--- src/rtl/irq_msg_rx.sv ---
module irq_msg_rx #(
  parameter int          ID_W   = 4,
  parameter int          FRAME  = 21,
  parameter logic [2:0]  LOWPRI = 3'b001
) (
  input  logic            clk,
  input  logic            rst_n,
  input  logic [1:0]      bus_in,
  output logic [1:0]      bus_pull,
  input  logic [ID_W-1:0] my_id,
  input  logic [7:0]      my_lid,
  input  logic            focus_en,
  output logic            fields_valid,
  output logic            discard,
  output logic            dest_mode,
  output logic [2:0]      dlv_mode,
  output logic            level,
  output logic            trig,
  output logic [7:0]      vector,
  output logic [7:0]      dest
);
  localparam int CW = $clog2(FRAME + 1);
  localparam logic [CW-1:0] C_ONE  = CW'(1);
  localparam logic [CW-1:0] C_HDR  = CW'(6);
  localparam logic [CW-1:0] C_MOD  = CW'(7);
  localparam logic [CW-1:0] C_LT   = CW'(8);
  localparam logic [CW-1:0] C_V0   = CW'(9);
  localparam logic [CW-1:0] C_V1   = CW'(12);
  localparam logic [CW-1:0] C_D0   = CW'(13);
  localparam logic [CW-1:0] C_D1   = CW'(16);
  localparam logic [CW-1:0] C_CSUM = CW'(17);
  localparam logic [CW-1:0] C_POST = CW'(18);
  localparam logic [CW-1:0] C_ST0  = CW'(19);
  localparam logic [CW-1:0] C_ST1  = CW'(20);
  localparam logic [CW-1:0] C_LAST = CW'(FRAME);

  logic [CW-1:0] cnt, cyc;
  logic [1:0]    rx, sum, st0;
  logic          csum_err, addr_hit, focus_hit;

  assign rx  = ~bus_in;
  assign cyc = (cnt == '0 && bus_in != 2'b11) ? C_ONE : cnt;

  assign addr_hit  = dest_mode ? |(dest & my_lid)
                               : (dest[ID_W-1:0] == my_id) || (&dest[ID_W-1:0]);
  assign focus_hit = focus_en && (dlv_mode == LOWPRI) && addr_hit;

  always_ff @(posedge clk) begin
    if (!rst_n) begin
      cnt          <= '0;
      sum          <= '0;
      st0          <= 2'b11;
      csum_err     <= 1'b0;
      bus_pull     <= 2'b00;
      fields_valid <= 1'b0;
      discard      <= 1'b0;
      dest_mode    <= 1'b0;
      dlv_mode     <= '0;
      level        <= 1'b0;
      trig         <= 1'b0;
      vector       <= '0;
      dest         <= '0;
    end else begin
      fields_valid <= 1'b0;
      discard      <= 1'b0;
      if (cyc != '0)
        cnt <= (cyc == C_LAST) ? '0 : cyc + C_ONE;
      if (cyc >= C_HDR && cyc <= C_D1)
        sum <= sum + rx;
      if (cyc == C_ONE) begin
        sum      <= '0;
        csum_err <= 1'b0;
      end
      if (cyc == C_HDR) begin
        dest_mode   <= rx[1];
        dlv_mode[2] <= rx[0];
      end
      if (cyc == C_MOD)
        dlv_mode[1:0] <= rx;
      if (cyc == C_LT) begin
        level <= rx[1];
        trig  <= rx[0];
      end
      if (cyc >= C_V0 && cyc <= C_V1)
        vector <= {vector[5:0], rx};
      if (cyc >= C_D0 && cyc <= C_D1)
        dest <= {dest[5:0], rx};
      if (cyc == C_CSUM)
        csum_err <= (sum != rx);
      if (cyc == C_POST)
        bus_pull <= csum_err ? 2'b11 : (focus_hit ? 2'b10 : 2'b00);
      if (cyc == C_ST0) begin
        bus_pull <= 2'b00;
        st0      <= bus_in;
      end
      if (cyc == C_ST1) begin
        fields_valid <= (st0 != 2'b00);
        discard      <= (st0 == 2'b00);
      end
    end
  end

  AST_CNT_BOUND: assert property (@(posedge clk) disable iff (!rst_n) cnt <= C_LAST);
  AST_PULL_WINDOW: assert property (@(posedge clk) disable iff (!rst_n) (bus_pull != 2'b00) |-> (cnt == C_ST0));
  AST_ERR_BOTH: assert property (@(posedge clk) disable iff (!rst_n) (cnt == C_ST0 && csum_err) |-> (bus_pull == 2'b11));
  AST_FOCUS_CODE: assert property (@(posedge clk) disable iff (!rst_n) (cnt == C_ST0 && !csum_err && bus_pull != 2'b00) |-> (bus_pull == 2'b10));
  AST_VALID_SLOT: assert property (@(posedge clk) disable iff (!rst_n) (fields_valid || discard) |-> (cnt == C_LAST));
  AST_ONE_PULSE: assert property (@(posedge clk) disable iff (!rst_n) fields_valid |=> !fields_valid);
  AST_EXCL: assert property (@(posedge clk) disable iff (!rst_n) !(fields_valid && discard));
endmodule

--- config.mk ---
export PLATFORM = sky130hd
export DESIGN_NAME = irq_msg_rx
export DESIGN_NICKNAME = d
export VERILOG_FILES = /design/src/rtl/irq_msg_rx.sv
export SDC_FILE = /design/constraint.sdc
export NUM_CORES = 1
export LEC_CHECK = 0
export ABC_AREA = 1
export BUFFER_PORTS_ARGS = -buffer_cell sky130_fd_sc_hd__buf_2
export CORE_MARGIN = 2
export CORE_UTILIZATION = 45
export CTS_CLUSTER_SIZE = 16
export DETAILED_ROUTE_END_ITERATION = 10
export PLACE_DENSITY = 0.79
export SYNTH_ARGS = -nofsm -noshare
export SYNTH_HDL_FRONTEND = slang
export SYNTH_SLANG_ARGS = --single-unit
--- constraint.sdc ---
create_clock -name clk -period 3.35 [get_ports clk]
set_input_delay 0.67 -clock clk [delete_from_list [all_inputs] [get_ports clk]]
set_output_delay 0.67 -clock clk [all_outputs]
set_load 0.005 [all_outputs]
# Word level (Yosys, flattened, before mapping)

Index checks and enable logic that the tools add are counted.

Word-level logic and storage cells: 61
Input port bits: 17
Register bits after elaboration: 36

Mux-type cells: 7
Reduce and logical (&&, ||, !) cells: 17
$add $sub $neg: 2
Magnitude comparators: 5
Equality and inequality tests: 13
Bitwise logic cells: 3

Operator list:

| operator                                                                          | number |
|---|---|
| 5-bit == test (second input constant)                                             | 5 |
| 5-bit by 3-bit == test with 1-bit output (second input constant)                  | 2 |
| 5-bit by 4-bit >= comparator with 1-bit output (second input constant)            | 2 |
| 5-bit 2-to-1 mux                                                                  | 2 |
| 8-bit bitwise AND                                                                 | 1 |
| 8-bit OR reduction                                                                | 1 |
| 1-bit logical AND                                                                 | 6 |
| 5-bit by 1-bit adder with 5-bit output (second input constant)                    | 1 |
| 5-bit by 1-bit == test with 1-bit output (second input constant)                  | 1 |
| 5-bit by 4-bit == test with 1-bit output (second input constant)                  | 1 |
| 5-bit by 3-bit >= comparator with 1-bit output (second input constant)            | 1 |
| 5-bit by 4-bit less-or-equal comparator with 1-bit output (second input constant) | 1 |
| 5-bit less-or-equal comparator (second input constant)                            | 1 |
| 5-bit zero test                                                                   | 1 |
| 5-bit nonzero test                                                                | 1 |
| 4-bit == test                                                                     | 1 |
| 2-bit 2-to-1 mux                                                                  | 2 |
| 4-bit AND reduction                                                               | 1 |
| 2-bit nonzero test                                                                | 2 |
| 2-bit OR reduction                                                                | 2 |
| 3-bit by 1-bit == test with 1-bit output (second input constant)                  | 1 |
| 1-bit 2-to-1 mux                                                                  | 3 |
| 2-bit adder                                                                       | 1 |
| 2-bit zero test                                                                   | 1 |
| other kinds (6)                                                                   | 6 |

# Logic depth before layout (Yosys ltp)

Gate-level depths: netlist (run 1).

Depth after elaboration: 6
Gate-level depth with buffers: 11
Depth with buffers taken out: 9

# Least setup slack after synthesis (run 1)

Ideal clock, no wire load.

Path type: in2reg
Start point: input port bus_in[1]
End point: register vector[0]
Arrival time: 1.538 ns
Path buffers: 2
Data required time: 3.235 ns
Stages: 10
Slack: 1.697 ns
Cell sequence: buf_4 nand2_1 inv_1 nand2_1 nand2_2 nand2_2 nand2_4 buf_8 a21oi_1 nor2_1

Cells in the longest elaborated chain, start to end: 5
Elaborated cells between the ends (all ways): 6

Ends and longest elaborated chain:

| what                                                                                                                        | RTL line | text |
|---|---|---|
| from (decl)                                                                                                                 | 8        | `input logic [1:0] bus_in,` |
| 2-bit inequality test *                                                                                                     | 42       | `assign cyc = (cnt == '0 && bus_in != 2'b11) ? C_ONE : cnt;` |
| 1-bit logical AND *                                                                                                         | 42       |  |
| 5-bit 2-to-1 mux *                                                                                                          | 42       |  |
| 5-bit by 4-bit >= comparator with 1-bit output or 5-bit by 4-bit less-or-equal comparator with 1-bit output (tied branches) | 84       | `if (cyc >= C_V0 && cyc <= C_V1)` |
| 1-bit logical AND *                                                                                                         | 84       |  |
| to (signal assigned)                                                                                                        | 85       | `vector <= {vector[5:0], rx};` |
| to (decl)                                                                                                                   | 19       | `output logic [7:0] vector,` |

Every way passes the cells marked *; elsewhere a longest branch is shown, timed or not.
A chain may end at the register's enable or synchronous reset.

# Worst setup path after layout (run 1)

Start point: register dest[0]
End point: output port dest[0]

RTL lines:

| what                   | RTL line | text |
|---|---|---|
| from (decl)            | 20       | `output logic [7:0] dest` |
| from (signal assigned) | 87       | `dest <= {dest[5:0], rx};` |

No word-level cell between the ends.

==> results of run 1 <==
[sequential cells by signal, summed over array words and instances, names as in the netlist, 2 cells and up]
name      flops
dest          8
sum           2
st0           2
bus_pull      2
vector        8
dlv_mode      3
cnt           5
[worst paths after layout]
path,startpoint,to
worst max-delay path,dest[0],dest[0]
worst min-delay path,st0[0],discard
worst max register to register,cnt[3],vector[4]
worst min register to register,st0[0],discard
[cell type report]
cell class	count	area, sq um
Clock inverter	3	18.77
Tap cell	50	62.56
Inverter	33	123.9
Multi-Input combinational cell	195	925.9
Timing Repair Buffer	42	210.2
Clock buffer	5	68.82
Fill cell	407	1869
Sequential cell	36	720.7
[report_power, final]
group | leakage, uW | total (uW) | switching, uW | internal (uW)
Sequential | 0.000290 | 450 | 14.8 | 436
Clock | 0.0000479 | 307 | 163 | 145
Combinational | 0.000722 | 117 | 78.8 | 37.9
[routing by layer]
metal | track usage | vias up
met5 | 0 | -
met1 | 0.2487 | 773
li1 | - | 957
met2 | 0.2755 | 43
met4 | 0.08000 | 0
met3 | 0.05428 | 8
[through the flow]
step / utilization / std cells / hold slack [ns]
after floorplan: - / 274 / 0.4197
after global placement: 0.5108 / 356 / 0.4338
after detailed placement: 0.5108 / 356 / 0.4448
after CTS: 0.5327 / 364 / 0.4561
after global routing: 0.5327 / 364 / 0.4873
final: 0.5327 / 364 / 0.4521
[Yosys cell counts]
library cell	count	area share
ha_1	1	0.0067
buf_2	2	0.0054
buf_4	2	0.0081
nand2_1	66	0.13
nand2_2	5	0.017
inv_2	2	0.0040
nand3b_1	2	0.0081
inv_1	31	0.063
nor2_4	2	0.012
a21oi_1	31	0.083
nand3_1	22	0.059
nand4_1	2	0.0067
nor4_1	1	0.0034
nand2_4	2	0.012
buf_8	1	0.0081
nor2_1	39	0.079
xor2_1	2	0.0094
a31o_2	1	0.0047
nor3_1	6	0.016
a21boi_0	1	0.0040
nor3b_1	1	0.0040
buf_6	4	0.024
o21ai_0	7	0.019
clkbuf_1	1	0.0020
nand3_2	3	0.016
o211ai_1	1	0.0040
dfxtp_1	36	0.39
[cells by family (layout without fill, tap and decap cells)]
kind of cell             Yosys count  after routing
AO/OA/AOI/OAI                     41             41
XOR/XNOR                           2              2
adder cells (fa/ha/maj)            1              1
buffers and inverters             43             83
flip-flops                        36             36
AND/OR/NAND/NOR                  151            151
==> flow_summary_export.csv, run 1 <==
group,metric,value,unit
outcome,status,"completed",
cts,numCtsBuffers,5,
synthesis,yosysWarnings,0,
finish,area_growth,14.60,%
sta,min_period,1.532,ns
sta,clock.fmax,0.6526,GHz
sta,layout_worst_path_cycle_share,0.4574,
sta,max-slew-margin-rel,0.7105,
sta,maxSlewViolCount,0,
finish,layout_commonest_cell,"nand2_1",
finish,mostFrequentLayoutCells,"nand2_1, buf_2, nor2_1",
routing,wl_met2,1720,microns
worst_setup_path,crit_path_top_delay_cell,"dfxtp_1",
synthesis,ys_types,27,
finish,diodes,0,
worst_setup_path,cp_cell_sequence,"buf_2",
cts,cts_resized,0,
die,die_y,68.28,microns
routing,drt_iter0_drc,140,
cts,clk-insertion-delay-late,0.29,ns
worst_setup_path,critPathMaxFanout,5,
synthesis,synthAdderAreaFrac,0.006729,
worst_setup_path,critical_path_required,2.68,ns
cts,cts_tree,"yes",
cts,cts_max_level,2,
worst_setup_path,critPathMaxStageDelay,0.42,ns
cts,clockBufferDepth,2,
worst_setup_path,reg2reg_depth,7,
worst_setup_path,critPathBufInv,1,
cts,cts-hold-fix-buffers,0,
global_routing,antenna_found_initial,0,
flow_run,drv_cap,0,
placed_design,io_buffer_count,42,
pwr,leakage,0.001060,uW
cts,cts-root-buf,"clkbuf_8",
finish,drive_gt1_frac,0.2070,
synthesis,syn_avg_cell_area,6.786,sq um
worst_setup_path,crit_arrival,0.86,ns
global_routing,grt_pass1_wl,6486,microns
routing,via_per_inst,4.893,
routing,wl_per_cell,10.83,microns
routing,wl,3941,microns
die,start_util,0.4648,
placed_design,post-place-ws,1.552,ns
routing,wl_met3,206,microns
worst_setup_path,start_kind,"flop",
pwr,p_total,874.4,uW
synthesis,synth_top_family_by_area,"simple AND/OR/NAND/NOR gates",
global_routing,gr-total-overflow,0,
worst_setup_path,critical_path_depth,1,
routing,route.detailed.drc,0,
routing,firstDrtPassIters,4,
placed_design,gp_congestion,0.9238,
sta,fin_setup_tns,0,ns
pwr,p_per_area,410.4,nW/um^2
die,die-area,4662,sq um
synthesis,ys_ff_latch,36,
finish,layout.nets,331,
worst_setup_path,critPathCaptureType,"output pin",
global_routing,track_usage,0.1855,
synthesis,synth_compound_area_frac,0.1151,
min_path,hp-class,"flop to flop",
routing,antenna_left,0,
die,io_pins,43,
synthesis,synth_xor_area_frac,0.009421,
global_routing,grt_pass1_vias,1530,
global_routing,grt_max_degree,26,
placed_design,hpwl,2893,microns
sta,skew,0.006033,ns
synthesis,netlist_instances,274,
cts,cts_sinks,36,
worst_setup_path,rrSetupSlack,1.90,ns
die,die_w,68.28,microns
cts,clk_pin_slew,0.08,ns
sta,worst_pin_slew,0.4343,ns
die,core,4000,sq um
finish,stdcell_area,2131,sq um
synthesis,syn_area,1859,sq um
synthesis,synth.area.mux_share,0,
sta,finalWorstSetupSlack,1.818,ns
sta,hold_viol,0,
synthesis,yosysSeqAreaShare,0.3876,
cts,cts_setup_buffers,0,
placed_design,post_dp_cell_area,2043,sq um
synthesis,synthSimpleGateAreaFrac,0.3668,
routing,top_layer_used,"met4",
sta,rsz0062_at_grt,"false",
synthesis,synth_fp_nets,292,
pwr,vdd_ir_drop_max,0.2172,mV
die,fp-row-count,23,
sta,setup_violations,0,
routing,vias,1781,
min_path,whs_path_depth,1,
worst_setup_path,crit_type,"flop to output pin",
routing,routedLengthMet1,1939,microns
worst_setup_path,crit_family,"flip-flops",
Power figures use the tool's default switching activity.
==> run 2, diff against run 1 <==
Clock period 3.35 ns to 1.41 ns, I/O delays scaled along.
==> run 2 against run 1 <==
Against the previous run:
- via count grew 3.9%
- worst setup slack got worse by 1.7 ns
- sequential power grew 140%
- first-iteration DRC count fell by 21%
- power rose to 2.5 times the previous value
- combinational power increased to 2.9 times the previous value
- hold slack worse by 0.12 ns
- register-to-register slack got worse by 1.8 ns
- clock skew decreased by 0.0016 ns
- design area up 7.3%
- flip-flop and latch count unchanged
- critical path type is now flop to flop
==> flow_summary_export.csv, run 2 (same netlist as run 1, synthesis figures left out) <==
group,metric,value,unit
sta,fin_setup_tns,0,ns
worst_setup_path,critical_path_required,1.60,ns
die,start_util,0.4648,
placed_design,placed_cells,365,
cts,numCtsBuffers,5,
sta,hold_viol,0,
routing,route.detailed.drc,0,
worst_setup_path,critPathCaptureType,"flop",
finish,stdcell_area,2286,sq um
placed_design,io_buffer_count,42,
min_path,hp-class,"input port to flop",
cts,cts-root-buf,"clkbuf_8",
sta,layout_worst_path_cycle_share,0.9508,
cts,cts_setup_buffers,0,
routing,wl_per_cell,12.23,microns
finish,layout.nets,341,
die,die_w,68.28,microns
worst_setup_path,crit_arrival,1.53,ns
cts,clockBufferDepth,2,
routing,antenna_left,0,
flow_run,drv_cap,0,
finish,mostFrequentLayoutCells,"nand2_1, buf_2, nor2_1",
placed_design,hpwl,3105,microns
finish,final_cells,373,
worst_setup_path,critPathMaxFanout,8,
die,io_pins,43,
pwr,p_total,2211,uW
sta,min_period,1.341,ns
routing,drt_iter0_drc,111,
finish,drive_gt1_frac,0.2693,
die,die-area,4662,sq um
routing,wl,4563,microns
global_routing,grt_max_degree,21,
pwr,leakage,0.001123,uW
cts,clk_pin_slew,0.07,ns
finish,diodes,0,
cts,cts-hold-fix-buffers,0,
die,die_y,68.28,microns
sta,skew,0.004447,ns
sta,max-slew-margin-rel,0.7271,
finish,area_growth,22.95,%
placed_design,gp_congestion,0.9099,
cts,cts_tree,"yes",
outcome,status,"completed",
pwr,p_per_area,967.2,nW/um^2
sta,clock.fmax,0.7459,GHz
die,fp-row-count,23,
sta,worst_pin_slew,0.4093,ns
routing,firstDrtPassIters,4,
global_routing,antenna_found_initial,0,
worst_setup_path,crit_type,"flop to flop",
global_routing,grt_pass1_wl,6927,microns
cts,clk-insertion-delay-late,0.29,ns
routing,vias,1851,
sta,setup_violations,0,
global_routing,track_usage,0.2013,
die,core,4000,sq um
placed_design,post_dp_cell_area,2111,sq um
global_routing,gr-total-overflow,0,
pwr,vdd_ir_drop_max,0.4066,mV
finish,reg_top3,"dest x8, vector x8, cnt x5",
finish,layout_commonest_cell,"nand2_1",
finish,fillers,380,
routing,via_per_inst,4.962,
finish,post-route-util,0.5715,
worst_setup_path,start_kind,"flop",
global_routing,grt_pass1_vias,1562,
cts,cts_max_level,2,
sta,maxSlewViolCount,0,
cts,cts_sinks,36,
run 2: power by group:
part	switching (uW)	total (uW)	internal (uW)
Clock	363	798	435
Sequential	35.2	1070	1040
Combinational	218	342	123
Total	616	2210	1590
run 2: area by class of cell:
class | instances | area [sq um] | share of cell area
multi-input cells | 196 | 987.2 | 0.4319
flip-flops and latches | 36 | 735.7 | 0.3218
repair buffers | 51 | 277.8 | 0.1215
inverters | 33 | 126.4 | 0.05528
clock buffers | 7 | 96.34 | 0.04215
well taps | 50 | 62.56 | 0.02737
run 2: what timing repair did:
| action | 4_1_cts | 5_1_grt |
|---|---|---|
| gates cloned | 0 | 1 |
| gates resized for setup | 3 | 20 |
| setup endpoints to repair | 12 | 28 |
| pin swaps | 0 | 2 |
run 2: worst max-delay path, stage by stage (launching register included):
cell      delay, ns
dfxtp_4        0.38
nor2_4         0.14
nand2_2        0.09
nand2_4        0.10
nand3_2        0.16
nand2_4        0.17
nand3b_1       0.08
nand2_1        0.08
nor2_1         0.04
run 2: path summary, 6_finish.rpt:
check / start / to / slack (ns) / depth (start not counted)
worst min-delay path: bus_in[0] / dlv_mode[2] / 0.33 / 3
worst max register to register: cnt[2] / dest[6] / 0.07 / 8
worst min register to register: st0[1] / discard / 0.47 / 1
worst max-delay path: cnt[2] / dest[6] / 0.07 / 8
run 2: metrics by stage:
step / setup WS, ns / hold slack, ns
6_report: 0.06941 / 0.3313
4_1_cts: 0.001346 / 0.3210
5_1_grt: -0.02957 / 0.3318
3_5_place_dp: -0.008489 / 0.4542
3_3_place_gp: 0.04615 / 0.4356
2_1_floorplan: 0.1349 / 0.3714
run 2: layer usage:
| metal | vias up | global-route usage | part of all wire |
|---|---|---|---|
| met5 | - | 0 | 0 |
| met4 | 0 | 0.1150 | 0.028 |
| met3 | 13 | 0.06414 | 0.058 |
| met2 | 50 | 0.3107 | 0.46 |
| met1 | 815 | 0.2455 | 0.45 |
| li1 | 973 | - | - |
==> run 3, diff against run 2 <==
Clock period 1.41 ns to 1.7 ns, I/O delays scaled along.
==> run 3 against run 2 <==
Against the previous run:
- power down 15%
- highest routed layer unchanged
- first-iteration DRC count up 14%
- clock power down 5.5%
- critical path depth down 1
- non-clock buffer count down 6
==> flow_summary_export.csv, run 3 (same netlist as run 1, synthesis figures left out) <==
group,metric,value,unit
placed_design,post-place-ws,0.2211,ns
sta,max-slew-margin-rel,0.7386,
sta,min_period,1.479,ns
cts,cts-root-buf,"clkbuf_8",
cts,cts_tree,"yes",
sta,maxSlewViolCount,0,
routing,antenna_left,0,
pwr,p_int,1372,uW
placed_design,hpwl,3001,microns
sta,skew,0.006691,ns
worst_setup_path,critPathMaxFanout,16,
cts,cts_max_level,2,
finish,post-route-util,0.5443,
worst_setup_path,crit_family,"simple AND/OR/NAND/NOR gates",
cts,clk-insertion-delay-late,0.29,ns
worst_setup_path,crit_arrival,1.67,ns
sta,hold_viol,0,
worst_setup_path,crit_type,"flop to flop",
finish,reg_top3,"dest x8, vector x8, cnt x5",
pwr,leakage,0.001081,uW
cts,cts-hold-fix-buffers,0,
placed_design,gp_congestion,0.9231,
global_routing,track_usage,0.1909,
sta,setup_violations,0,
pwr,p_switching,505.6,uW
cts,numCtsBuffers,5,
worst_setup_path,critPathMaxStageDelay,0.52,ns
sta,rsz0062_at_grt,"false",
finish,mostFrequentLayoutCells,"nand2_1, buf_2, nor2_1",
die,die_y,68.28,microns
outcome,status,"completed",
worst_setup_path,critical_path_required,1.89,ns
pwr,p_seq_frac,0.472,
global_routing,grt_max_degree,25,
cts,clk_pin_slew,0.07,ns
routing,vias,1845,
sta,layout_worst_path_cycle_share,0.8700,
die,die-area,4662,sq um
cts,clockBufferDepth,2,
finish,layout.nets,334,
finish,diodes,0,
die,die_w,68.28,microns
worst_setup_path,crit_path_top_delay_cell,"dfxtp_1",
pwr,vdd_ir_drop_max,0.4336,mV
routing,route.detailed.drc,0,
placed_design,io_buffer_count,42,
global_routing,grt_pass1_vias,1511,
die,io_pins,43,
routing,via_per_inst,5.027,
sta,fin_setup_tns,0,ns
worst_setup_path,critPathCaptureType,"flop",
routing,wl_per_cell,11.21,microns
finish,layout_commonest_cell,"nand2_1",
routing,wl,4115,microns
worst_setup_path,cp_cell_sequence,"nand2_1 -> nor2_1 -> nand3_2 -> nand2_2 -> nand3_1 -> nand2_1 -> nor2_1",
sta,clock.fmax,0.6761,GHz
cts,cts_setup_buffers,0,
cts,cts_resized,0,
global_routing,gr-total-overflow,0,
pwr,power_frac_comb,0.126,
pwr,pwr-share-clk,0.401,
routing,firstDrtPassIters,4,
die,start_util,0.4648,
sta,finalWorstSetupSlack,0.2210,ns
die,core,4000,sq um
worst_setup_path,start_kind,"flop",
pwr,p_per_area,862.5,nW/um^2
flow_run,drv_cap,0,
die,fp-row-count,23,
finish,drive_gt1_frac,0.2145,
routing,drt_iter0_drc,126,
worst_setup_path,critPathBufInv,0,
global_routing,antenna_found_initial,0,
finish,area_growth,17.09,%
min_path,hp-class,"input port to flop",
pwr,netSwitchingFraction,0.2693,
sta,worst_pin_slew,0.3921,ns
finish,fillers,401,
cts,cts_sinks,36,
global_routing,grt_pass1_wl,6651,microns
finish,regArea,720.7,sq um
finish,multi_input_area,925.9,sq um
[run 3: path summary, 6_finish.rpt]
path                                start  slack (ns)     endpoint  cells after the start
worst min-delay path            bus_in[0]        0.34  dlv_mode[2]                      2
worst max register to register     cnt[3]        0.22    vector[3]                      7
worst max-delay path               cnt[3]        0.22    vector[3]                      7
worst min register to register     st0[0]        0.46      discard                      1
[run 3: metrics by stage]
| step | area (sq um) | hold WS [ns] | total power [uW] | instances |
|---|---|---|---|---|
| after floorplan | 1859 | 0.4197 | 1075 | 274 |
| final | 2177 | 0.3402 | 1878 | 367 |
| after global placement | 2066 | 0.4338 | 1143 | 359 |
| after global routing | 2177 | 0.3463 | 1965 | 367 |
| after detailed placement | 2066 | 0.4448 | 1142 | 359 |
| after CTS | 2177 | 0.3372 | 1898 | 367 |
[run 3: cell type report]
type / count / share of cell area
repair buffers: 45 / 0.1069
clock inverters: 3 / 0.01954
multi-input cells: 195 / 0.4253
well taps: 50 / 0.02874
inverters: 33 / 0.05690
flip-flops and latches: 36 / 0.3310
clock buffers: 5 / 0.03161
[run 3: power groups by stage]
stage | Clock [uW] | Combinational (uW) | Sequential, uW
final | 754 | 237 | 887
after global placement | 0 | 237 | 907
after detailed placement | 0 | 235 | 906
after global routing | 807 | 269 | 889
after CTS | 774 | 237 | 886
after floorplan | 0 | 177 | 899
[run 3: per-layer routing]
metal  wire length (microns)  vias to the layer above  GRT usage  part of all wire
li1                        -                      954          -                 -
met1                    1859                      815     0.2563              0.45
met2                    1847                       69     0.2949              0.45
met3                     338                        7    0.04934             0.082
met4                      68                        0    0.06750             0.017
met5                       0                        -          0                 0
[run 3: worst reg2reg max path, cell delays in order, from the launching register on]
cell	delay, ns
dfxtp_1	0.52
nand2_1	0.13
nor2_1	0.17
nand3_2	0.09
nand2_2	0.25
nand3_1	0.12
nand2_1	0.07
nor2_1	0.04
